===== config.mk =====
export PLATFORM = sky130hd
export DESIGN_NAME = clk_ratio_div
export DESIGN_NICKNAME = d
export VERILOG_FILES = /design/src/rtl/clk_ratio_div_pkg.sv /design/src/rtl/clk_ratio_div_regs.sv /design/src/rtl/clk_ratio_div_core.sv /design/src/rtl/clk_ratio_div.sv
export SDC_FILE = /design/constraint.sdc
export NUM_CORES = 1
export LEC_CHECK = 0
export ABC_AREA = 1
export CELL_PAD_IN_SITES_DETAIL_PLACEMENT = 0
export CELL_PAD_IN_SITES_GLOBAL_PLACEMENT = 1
export CORE_ASPECT_RATIO = 0.7
export CORE_MARGIN = 1
export CORE_UTILIZATION = 35
export CTS_BUF_LIST = sky130_fd_sc_hd__clkbuf_4 sky130_fd_sc_hd__clkbuf_8 sky130_fd_sc_hd__clkbuf_16
export CTS_CLUSTER_DIAMETER = 150
export DETAILED_ROUTE_END_ITERATION = 8
export GPL_TIMING_DRIVEN = 0
export PLACE_DENSITY = 0.9
export SYNTH_ARGS = -nofsm -noshare
export SYNTH_HDL_FRONTEND = slang
export SYNTH_HIERARCHICAL = 1
export SYNTH_SLANG_ARGS = --single-unit

===== constraint.sdc =====
create_clock -name clk -period 1.6 [get_ports clk]
set_input_delay 0.48 -clock clk [delete_from_list [all_inputs] [get_ports clk]]
set_output_delay 0.48 -clock clk [all_outputs]
set_load 0.02 [all_outputs]

===== src/rtl/clk_ratio_div_pkg.sv =====
package clk_ratio_div_pkg;
   localparam int REG_W = 32;

   typedef enum logic {
      SEL_CTRL = 1'b0,
      SEL_GATE = 1'b1
   } reg_sel_e;
endpackage


===== src/rtl/clk_ratio_div_regs.sv =====
module clk_ratio_div_regs
   import clk_ratio_div_pkg::*;
#(
   parameter int DIV_W    = 8,
   parameter int DIV_LSB  = 0,
   parameter int STOP_BIT = 27,
   parameter int GATE_BIT = 5
) (
   input  logic             clk,
   input  logic             rst_n,
   input  logic             wr_en,
   input  logic             addr,
   input  logic [REG_W-1:0] wdata,
   output logic [DIV_W-1:0] div_o,
   output logic             stop_o,
   output logic [REG_W-1:0] gate_word_o,
   output logic             gate_o
);
   logic             ctrl_we;
   logic             gate_we;
   logic [DIV_W-1:0] div_q;
   logic             stop_q;

   assign ctrl_we = wr_en && (addr == SEL_CTRL);
   assign gate_we = wr_en && (addr == SEL_GATE);

   always_ff @(posedge clk) begin
      if (!rst_n) begin
         div_q  <= '0;
         stop_q <= 1'b0;
      end else if (ctrl_we) begin
         div_q  <= wdata[DIV_LSB +: DIV_W];
         stop_q <= wdata[STOP_BIT];
      end
   end

   // one storage bit per gating-register position; only the gate bit resets to 1
   for (genvar b = 0; b < REG_W; b++) begin : g_gbit
      localparam logic RST_VAL = (b == GATE_BIT);
      logic bit_q;
      always_ff @(posedge clk) begin
         if (!rst_n)
            bit_q <= RST_VAL;
         else if (gate_we)
            bit_q <= wdata[b];
      end
      assign gate_word_o[b] = bit_q;
   end

   assign div_o  = div_q;
   assign stop_o = stop_q;
   assign gate_o = gate_word_o[GATE_BIT];
endmodule


===== src/rtl/clk_ratio_div_core.sv =====
module clk_ratio_div_core #(
   parameter int DIV_W   = 8,
   parameter bit OUT_REG = 1'b0
) (
   input  logic             clk,
   input  logic             rst_n,
   input  logic             load_req,
   input  logic [DIV_W-1:0] div_field,
   input  logic             run_req,
   output logic             tick_o,
   output logic             busy_o,
   output logic [DIV_W-1:0] cur_div_o
);
   logic [DIV_W-1:0] cnt_q;
   logic [DIV_W-1:0] cur_q;
   logic             pend_q;
   logic             run_q;
   logic             at_end;
   logic             boundary;
   logic             tick_raw;

   assign at_end   = (cnt_q == cur_q);
   assign boundary = !run_q || at_end;
   assign tick_raw = run_q && at_end;

   // counter, run state and applied ratio change only at a period boundary
   always_ff @(posedge clk) begin
      if (!rst_n) begin
         cnt_q <= '0;
         cur_q <= '0;
         run_q <= 1'b0;
      end else if (boundary) begin
         cnt_q <= '0;
         run_q <= run_req;
         if (pend_q)
            cur_q <= div_field;
      end else begin
         cnt_q <= cnt_q + DIV_W'(1);
      end
   end

   always_ff @(posedge clk) begin
      if (!rst_n)
         pend_q <= 1'b0;
      else if (load_req)
         pend_q <= 1'b1;
      else if (boundary)
         pend_q <= 1'b0;
   end

   if (OUT_REG) begin : g_out_reg
      logic tick_q;
      always_ff @(posedge clk) begin
         if (!rst_n)
            tick_q <= 1'b0;
         else
            tick_q <= tick_raw;
      end
      assign tick_o = tick_q;
   end else begin : g_out_comb
      assign tick_o = tick_raw;
   end

   assign busy_o    = pend_q;
   assign cur_div_o = cur_q;
endmodule


===== src/rtl/clk_ratio_div.sv =====
module clk_ratio_div
   import clk_ratio_div_pkg::*;
#(
   parameter int DIV_W    = 8,
   parameter int DIV_LSB  = 0,
   parameter int STOP_BIT = 27,
   parameter int BUSY_BIT = 28,
   parameter int CE_BIT   = 29,
   parameter int GATE_BIT = 5,
   parameter bit OUT_REG  = 1'b0
) (
   input  logic        clk,
   input  logic        rst_n,
   input  logic        wr_en,
   input  logic        addr,
   input  logic [31:0] wdata,
   output logic [31:0] rdata,
   output logic        tick_o,
   output logic        busy_o
);
   localparam int DIV_MSB = DIV_LSB + DIV_W - 1;

   if (DIV_W < 1 || DIV_MSB >= REG_W) begin : g_bad_div
      $error("divide field does not fit the control register");
   end
   if (STOP_BIT == BUSY_BIT || STOP_BIT == CE_BIT || BUSY_BIT == CE_BIT) begin : g_bad_flags
      $error("control flag positions must be distinct");
   end
   if ((STOP_BIT >= DIV_LSB && STOP_BIT <= DIV_MSB) ||
       (BUSY_BIT >= DIV_LSB && BUSY_BIT <= DIV_MSB) ||
       (CE_BIT   >= DIV_LSB && CE_BIT   <= DIV_MSB)) begin : g_bad_overlap
      $error("control flags overlap the divide field");
   end
   if (GATE_BIT < 0 || GATE_BIT >= REG_W) begin : g_bad_gate
      $error("gate bit outside the gating register");
   end

   logic [DIV_W-1:0] div_field;
   logic             stop_bit;
   logic             gate_bit;
   logic [REG_W-1:0] gate_word;
   logic [DIV_W-1:0] cur_div;
   logic             load_req;
   logic             run_req;
   logic [REG_W-1:0] ctrl_word;

   assign load_req = wr_en && (addr == SEL_CTRL) && wdata[CE_BIT];
   assign run_req  = !stop_bit && !gate_bit;

   clk_ratio_div_regs #(
      .DIV_W   (DIV_W),
      .DIV_LSB (DIV_LSB),
      .STOP_BIT(STOP_BIT),
      .GATE_BIT(GATE_BIT)
   ) u_regs (
      .clk        (clk),
      .rst_n      (rst_n),
      .wr_en      (wr_en),
      .addr       (addr),
      .wdata      (wdata),
      .div_o      (div_field),
      .stop_o     (stop_bit),
      .gate_word_o(gate_word),
      .gate_o     (gate_bit)
   );

   clk_ratio_div_core #(
      .DIV_W  (DIV_W),
      .OUT_REG(OUT_REG)
   ) u_core (
      .clk      (clk),
      .rst_n    (rst_n),
      .load_req (load_req),
      .div_field(div_field),
      .run_req  (run_req),
      .tick_o   (tick_o),
      .busy_o   (busy_o),
      .cur_div_o(cur_div)
   );

   always_comb begin
      ctrl_word                    = '0;
      ctrl_word[DIV_LSB +: DIV_W]  = div_field;
      ctrl_word[STOP_BIT]          = stop_bit;
      ctrl_word[BUSY_BIT]          = busy_o;
      ctrl_word[CE_BIT]            = busy_o;
   end

   assign rdata = (addr == SEL_GATE) ? gate_word : ctrl_word;
endmodule


Word-level counts from Yosys, hierarchy flattened:

Cells that the tools add are included.

* register bits: 59
* bits in latches: 0
* bits in writable memories: 0
* memory bits (read-only): 0
* input bits: 36
* output and inout port bits: 34
* word-level logic and storage cells: 57
* memories kept: 0

* add/subtract/negate cells: 1
* multiply operators: 0
* divide/modulo/power cells: 0
* order comparisons: 0
* eq/ne operators: 1
* shifts and indexed selects: 0
* mux-type cells: 3
* bitwise logic cells: 2
* reduce and logical (&&, ||, !) cells: 12

Operators by type and width (number)
* 32-bit 2-to-1 mux: 1
* 8-bit by 1-bit adder with 8-bit output, second input constant: 1
* 8-bit equality test: 1
* 1-bit logical AND: 5
* 1-bit logical NOT: 3
* 1-bit 2-to-1 mux: 2
* 1-bit NOT: 2
* 2-bit AND reduction: 1
* 2-bit nonzero test: 1
* 2-bit OR reduction: 1
* 1-bit logical OR: 1

Depth between registers and ports, before layout:

Gate-level depths: netlist of the first run.

* depth after elaboration: 4
* gate-level depth with buffers: 11
* mapped depth without buffers: 10

Cells and area by module:

Netlist of the first run, hierarchy kept.

Modules (own cells, without submodules)
* clk_ratio_div_regs: instances 1, cells each 230, area an instance 1720.4 um2, seq. area each 820.8 um2
* clk_ratio_div_core: instances 1, cells each 130, area an instance 903.4 um2, seq. area each 360.3 um2
* clk_ratio_div: instances 1, cells each 82, area an instance 337.8 um2, seq. area each 0.0 um2

Worst setup path before layout of the first run:

OpenSTA, ideal clock, no wires.

* path type: register to output
* from: register u_core.cnt_q[4]
* to: output tick_o
* arrival: 1.067 ns
* data required time: 1.120 ns
* slack: 0.053 ns
* stages on the path, launching flop included: 7
* buffers on the path: 0
* cells stage by stage: dfxtp_1 -> nand2_1 -> nand2_1 -> nand2_1 -> nor2_2 -> nand2_2 -> nor2_1

* longest elaborated chain between the ends: 2

Ends and longest elaborated chain
* start, declared: RTL line clk_ratio_div_core.sv:14 `logic [DIV_W-1:0] cnt_q;`
* start signal, assigned: RTL line clk_ratio_div_core.sv:38 `cnt_q <= cnt_q + DIV_W'(1);`
* 8-bit equality test: RTL line clk_ratio_div_core.sv:22 `assign at_end = (cnt_q == cur_q);`
* 1-bit logical AND: RTL line clk_ratio_div_core.sv:24 `assign tick_raw = run_q && at_end;`
* end, declared: RTL line clk_ratio_div.sv:18 `output logic tick_o,`

No other way between the ends.

Final worst setup path of the first run:

* from: register u_core.cnt_q[5]
* to: output tick_o

The elaborated chain is that of the path after synthesis.

==> flow_summary.json, run 1 <==
{
  "core_mm2": 0.00804,
  "setup_viol": 1,
  "syn_nets": 479,
  "critPathLaunchType": "flop",
  "io_pins": 70,
  "gp_congestion": 0.752,
  "r2r_cells": 11,
  "worstSetupPathType": "reg -> out",
  "cp_max_fo": 4,
  "start_util_pct": 36.8,
  "row_count": 27,
  "synthFlopType": "dfxtp_1",
  "wl_per_cell_um": 11.5,
  "clockBufferDepth": 2,
  "io_buffers": 69,
  "syn_avg_cell_area_um2": 6.70,
  "layout_setup_ws_ps": -211,
  "dieArea_mm2": 0.00884,
  "ys_ff_latch": 59,
  "grt_max_degree": 11,
  "crit_required_ps": 1120,
  "wl_um": 7310,
  "dieHeight_um": 79.0,
  "cts-root-buf": "clkbuf_16",
  "dr.pass1.iters": 6,
  "seq_area_mm2": 0.00119,
  "clk_pin_slew_worst_paths_ps": 50,
  "max_slew_margin_pct": 74.5,
  "clkSinkCount": 59,
  "violations": "DRC, setup timing",
  "cpPeakStageDelay_ps": 400,
  "power_density_mw_per_mm2": 1000,
  "viasPerCell": 4.35,
  "grt_pass1_wl_um": 12400,
  "syn-instance-count": 442,
  "holdPathStages": 1,
  "grt_usage_pct": 18.1,
  "stdcell_area_mm2": 0.00413,
  "drt_iter0_drc": 134,
  "hold_path_class": "reg -> reg",
  "yosysWarnings": 6,
  "final_cell_mix": "nor2_1, nand2_1, dfxtp_1",
  "antenna_found_initial": 0,
  "yosysSeqAreaShare_pct": 39.9,
  "layout_commonest_cell": "nor2_1",
  "multi_input_area_mm2": 0.00124,
  "area.growth.synth_to_final_pct": 39.5,
  "crit_path_frequent_cell": "nand2_1",
  "path_cells": "nand2_1 > nand2_1 > nand2_1 > nor2_2 > nand2_2 > nor2_2 > buf_6",
  "grt_pass1_vias": 2714,
  "cpMaxStageDelayCell": "dfxtp_1",
  "slew_viol_final": 0,
  "worst-endpoint-arrival_ps": 1330,
  "insertion_delay_ps": 330,
  "min_period_ps": 1810,
  "post_dp_cell_area_mm2": 0.00378,
  "synth-edff-count": 0,
  "worst_pin_slew_ps": 383,
  "fmax_mhz": 552,
  "finClkSkew_ps": 6.68,
  "endpoint_kind": "output port",
  "utilization_pct": 51.4,
  "final.period_utilization_pct": 113,
  "final-hold-violation-count": 0,
  "h-tree-depth": 3,
  "die_w_um": 112,
  "cts_tree": "yes",
  "drive_gt1_share_pct": 25.9,
  "drc": 4,
  "hold_buffers": 0,
  "p_leak_nw": 2.11,
  "synth_area_mm2": 0.00296,
  "n_antenna_cell": 0,
  "ir_worst_vdd_mv": 0.557,
  "run_status": "finished with violations",
  "fillers": 809,
  "dr_total_vias": 2760,
  "yosysUniqueCellTypes": 26,
  "rsz0062_at_grt": "true",
  "tns_ps": -211,
  "synthArstFlopShare_pct": 0,
  "cts_buffers": 9,
  "detail-route-antenna-nets": 0,
  "grt-ovfl-total": 0,
  "hpwl_um": 5270,
  "fin_nets": 565,
  "post-place-ws_ps": -986,
  "max_cap_violations": 0
}
power breakdown:
group          total, mW  switching (mW)  internal [mW]
registers           1.60          0.0497           1.55
clock network       1.90           0.643           1.25
logic              0.655           0.324          0.330
path summary, 6_finish.rpt:
kind	end	slack, ps	startpoint
setup / recovery	tick_o	-210	u_core/cnt_q[5]
hold / removal	u_core/cnt_q[0]	450	u_core/cnt_q[0]
setup reg to reg	u_core/cur_div_o[5]	180	u_core/cnt_q[5]
hold reg to reg	u_core/cnt_q[0]	450	u_core/cnt_q[0]
critical path, delay by kind of cell, from the launching register on:
family                 cells  cell delay (ps)
flip-flops                 1              400
AND/OR/NAND/NOR            6              470
buffers and inverters      1              120
cells in the mapped netlist, types with 3 or more instances:
cell,instances,area (µm²)
a21oi_1,9,45.0
buf_4,37,278
buf_6,4,45.0
clkbuf_1,6,22.5
dfxtp_1,59,1180
inv_1,52,195
inv_2,3,11.3
nand2_1,99,372
nand3_1,21,105
nor2_1,99,372
o21ai_0,32,160
xnor2_1,5,43.8
kinds of logic (layout without fill, tap and decap cells):
| family | after synthesis | in the layout | synth area share, % |
|---|---|---|---|
| and+or+nand+nor | 227 | 227 | 30.6 |
| buffers and inverters | 107 | 198 | 20.1 |
| DFF | 59 | 59 | 39.9 |
| AOI/OAI and AO/OA | 41 | 41 | 6.93 |
| xor gates and xnor gates | 7 | 7 | 2.07 |
| adders and majority gates | 1 | 1 | 0.422 |
metal layers:
metal / GRT usage [%] / wire [µm]
met1: 22.6 / 3530
met2: 28.9 / 3210
met3: 6.11 / 500
met4: 7.20 / 69
met5: 0 / 0
registers in the layout, indices dropped and copies added, names as in the netlist:
name                 cells
u_core/run_q             1
u_regs/g_gbit.bit_q     31
u_core/busy_o            1
u_regs/div_o             8
u_regs/stop_o            1
u_core/cur_div_o         8
u_core/cnt_q             8
u_regs/gate_o            1
per-stage QoR:
stage | power [mW] | hold slack [ps] | cells
finish | 4.15 | 446 | 634
global route | 4.34 | 475 | 634
CTS | 4.20 | 450 | 635
detailed placement | 2.25 | 469 | 612
global placement | 2.24 | 461 | 612
floorplan | 2.00 | 441 | 442
what timing repair did:
action,CTS,global route
endpoints found under the setup margin,34,42
gates resized for setup,194,13
pin swaps,10,0
buffers inserted,5,0
gates cloned,2,0
final cells by class:
| class | count | share of cell area [%] |
|---|---|---|
| clock buffer | 11 | 5.97 |
| timing repair buffer | 75 | 16.0 |
| clock inverter | 5 | 1.27 |
| inverter | 56 | 5.27 |
| multi-input combinational | 276 | 30.1 |
| tap | 101 | 3.06 |
| sequential | 59 | 28.9 |
| buffer | 50 | 9.21 |
| timing repair inverter | 1 | 0.273 |
Note: power is estimated with default switching activity, not from simulation.
==> run 2, diff against run 1 <==
- CELL_PAD_IN_SITES_DETAIL_PLACEMENT: 0 -> default
- CELL_PAD_IN_SITES_GLOBAL_PLACEMENT: 1 -> default
- CORE_UTILIZATION: 35 -> 50
- GPL_ROUTABILITY_DRIVEN: default -> 0
==> run 2 against run 1 <==
Net effect: the flow finishes with violations (setup timing); sequential cell count stayed put; sequential power hardly changed; combinational power is 24% higher; global-route usage is 9.6 points higher; cell area is 6.5% higher; largest power group is now registers.
==> flow_summary.json, run 2 (same netlist as run 1, synthesis figures left out) <==
{
  "h-tree-depth": 3,
  "pwr-share-seq_pct": 43.6,
  "n_antenna_cell": 0,
  "worstSetupPathType": "reg -> out",
  "tns_ps": -783,
  "antenna_found_initial": 0,
  "dieArea_mm2": 0.00624,
  "drt_iter0_drc": 488,
  "clockBufferDepth": 2,
  "hold_path_class": "reg -> reg",
  "crit_required_ps": 1120,
  "post_dp_cell_area_mm2": 0.00375,
  "r2r_cells": 11,
  "worst-endpoint-arrival_ps": 1470,
  "clkSinkCount": 59,
  "grt_usage_pct": 27.7,
  "fin_cells": 611,
  "largest_register_ffs": 31,
  "area.growth.synth_to_final_pct": 48.5,
  "viasPerCell": 5.20,
  "ir_worst_vdd_mv": 0.539,
  "start_util_pct": 51.7,
  "dr.pass1.iters": 5,
  "dieHeight_um": 66.4,
  "max_cap_violations": 0,
  "die_w_um": 94.0,
  "setup_viol": 18,
  "wl_per_cell_um": 15.5,
  "core_mm2": 0.00573,
  "final_cell_mix": "nor2_1, nand2_1, dfxtp_1",
  "detail-route-antenna-nets": 0,
  "p_sw_mw": 1.04,
  "clk_pin_slew_worst_paths_ps": 60,
  "combPwrFrac_pct": 22.0,
  "min_period_ps": 1950,
  "run_status": "finished with violations",
  "endpoint_kind": "output port",
  "p_int_mw": 2.64,
  "power_density_mw_per_mm2": 835,
  "fin_nets": 569,
  "hold_slack_ps": 485,
  "p_clk_share_pct": 34.4,
  "final-hold-violation-count": 0,
  "final.period_utilization_pct": 122,
  "r2r-start": "u_core/cnt_q[1]",
  "r2r_end": "u_core/cur_div_o[5]",
  "switching_share_pct": 28.2,
  "total_power_mw": 3.67,
  "layout_setup_ws_ps": -352,
  "fmax_mhz": 512,
  "worst_pin_slew_ps": 503,
  "drc": 0,
  "hpwl_um": 5160,
  "cts-root-buf": "clkbuf_8",
  "finClkSkew_ps": 14.8,
  "rsz0062_at_grt": "true",
  "violations": "setup timing",
  "rrSetupSlack_ps": -40,
  "grt_pass1_vias": 2940,
  "stdcell_area_mm2": 0.00440,
  "grt_max_degree": 11,
  "p_leak_nw": 2.18,
  "row_count": 23,
  "insertion_delay_ps": 340,
  "io_pins": 70,
  "worst_setup_path_endpoint": "tick_o",
  "dr_total_vias": 3176,
  "dp.cells": 586,
  "io_buffers": 69,
  "grt_pass1_wl_um": 13100,
  "worstSetupStartpoint": "u_core/cnt_q[1]",
  "drive_gt1_share_pct": 34.7,
  "cts_buffers": 9,
  "wl_um": 9450,
  "grt-ovfl-total": 0,
  "critPathLaunchType": "flop",
  "max_slew_margin_pct": 66.5,
  "cp_max_fo": 4,
  "slew_viol_final": 0,
  "layout_commonest_cell": "nor2_1",
  "regMostFlops": "u_regs/g_gbit.bit_q",
  "cts_tree": "yes"
}
run 2: routing by layer:
metal	global-route usage, %	wire [µm]	vias to the layer above	part of all wire, %
li1	-	-	1482	-
met1	31.7	3710	1443	39
met2	47.5	4430	213	47
met3	9.89	967	38	10
met4	10.4	334	0	3.5
met5	0	0	-	0
run 2: what timing repair did:
item / in CTS / in global routing
cloned: 3 / 2
resized for setup: 191 / 123
setup endpoints to repair: 34 / 39
hold buffers: 0 / 0
pin swaps: 4 / 11
buffers inserted: 4 / 1
run 2: how the worst min path moves through the flow:
| stage | cells after the start | slack (ps) | end | from |
|---|---|---|---|---|
| CTS | 1 | 460 | u_core/cnt_q[0] | u_core/cnt_q[0] |
| global route | 2 | 520 | u_regs/g_gbit[16].bit_q | u_regs/g_gbit[16].bit_q |
| detailed placement | 2 | 470 | u_regs/g_gbit[25].bit_q | u_regs/g_gbit[25].bit_q |
| floorplan | 1 | 440 | u_core/cnt_q[0] | u_core/cnt_q[0] |
| finish | 2 | 490 | u_regs/g_gbit[8].bit_q | u_regs/g_gbit[8].bit_q |
| global placement | 1 | 460 | u_core/cnt_q[0] | u_core/cnt_q[0] |
run 2: final cells by class:
| cell class | instances | area [µm²] |
|---|---|---|
| clock buffer | 13 | 173 |
| multi-input combinational | 276 | 1400 |
| timing repair buffer | 78 | 873 |
| inverter | 56 | 223 |
| sequential | 59 | 1200 |
| tap | 75 | 93.8 |
| fill | 356 | 1330 |
| clock inverter | 2 | 10.0 |
| buffer | 51 | 419 |
| timing repair inverter | 1 | 11.3 |
run 2: power by group through the flow:
stage               combinational (mW)  sequential [mW]  clock (mW)
floorplan                        0.384             1.62           0
global placement                 0.608             1.62           0
detailed placement               0.623             1.63           0
CTS                              0.658             1.59        1.27
global route                     0.865             1.61        1.34
finish                           0.809             1.60        1.26
run 2: critical path, stage by stage (launching register included):
cell	delay (ps)
dfxtp_1	420
nand2_1	90
nand2_1	80
nand2_1	80
nor2_2	140
nand2_2	100
nor2_2	100
buf_6	120
run 2: metrics by stage:
stage | util, % | worst slack (ps)
final | 76.8 | -352
after global routing | 76.8 | -404
after CTS | 70.2 | -255
after detailed placement | 65.4 | -1040
after global placement | 65.4 | -1010
after floorplan | - | 52.6
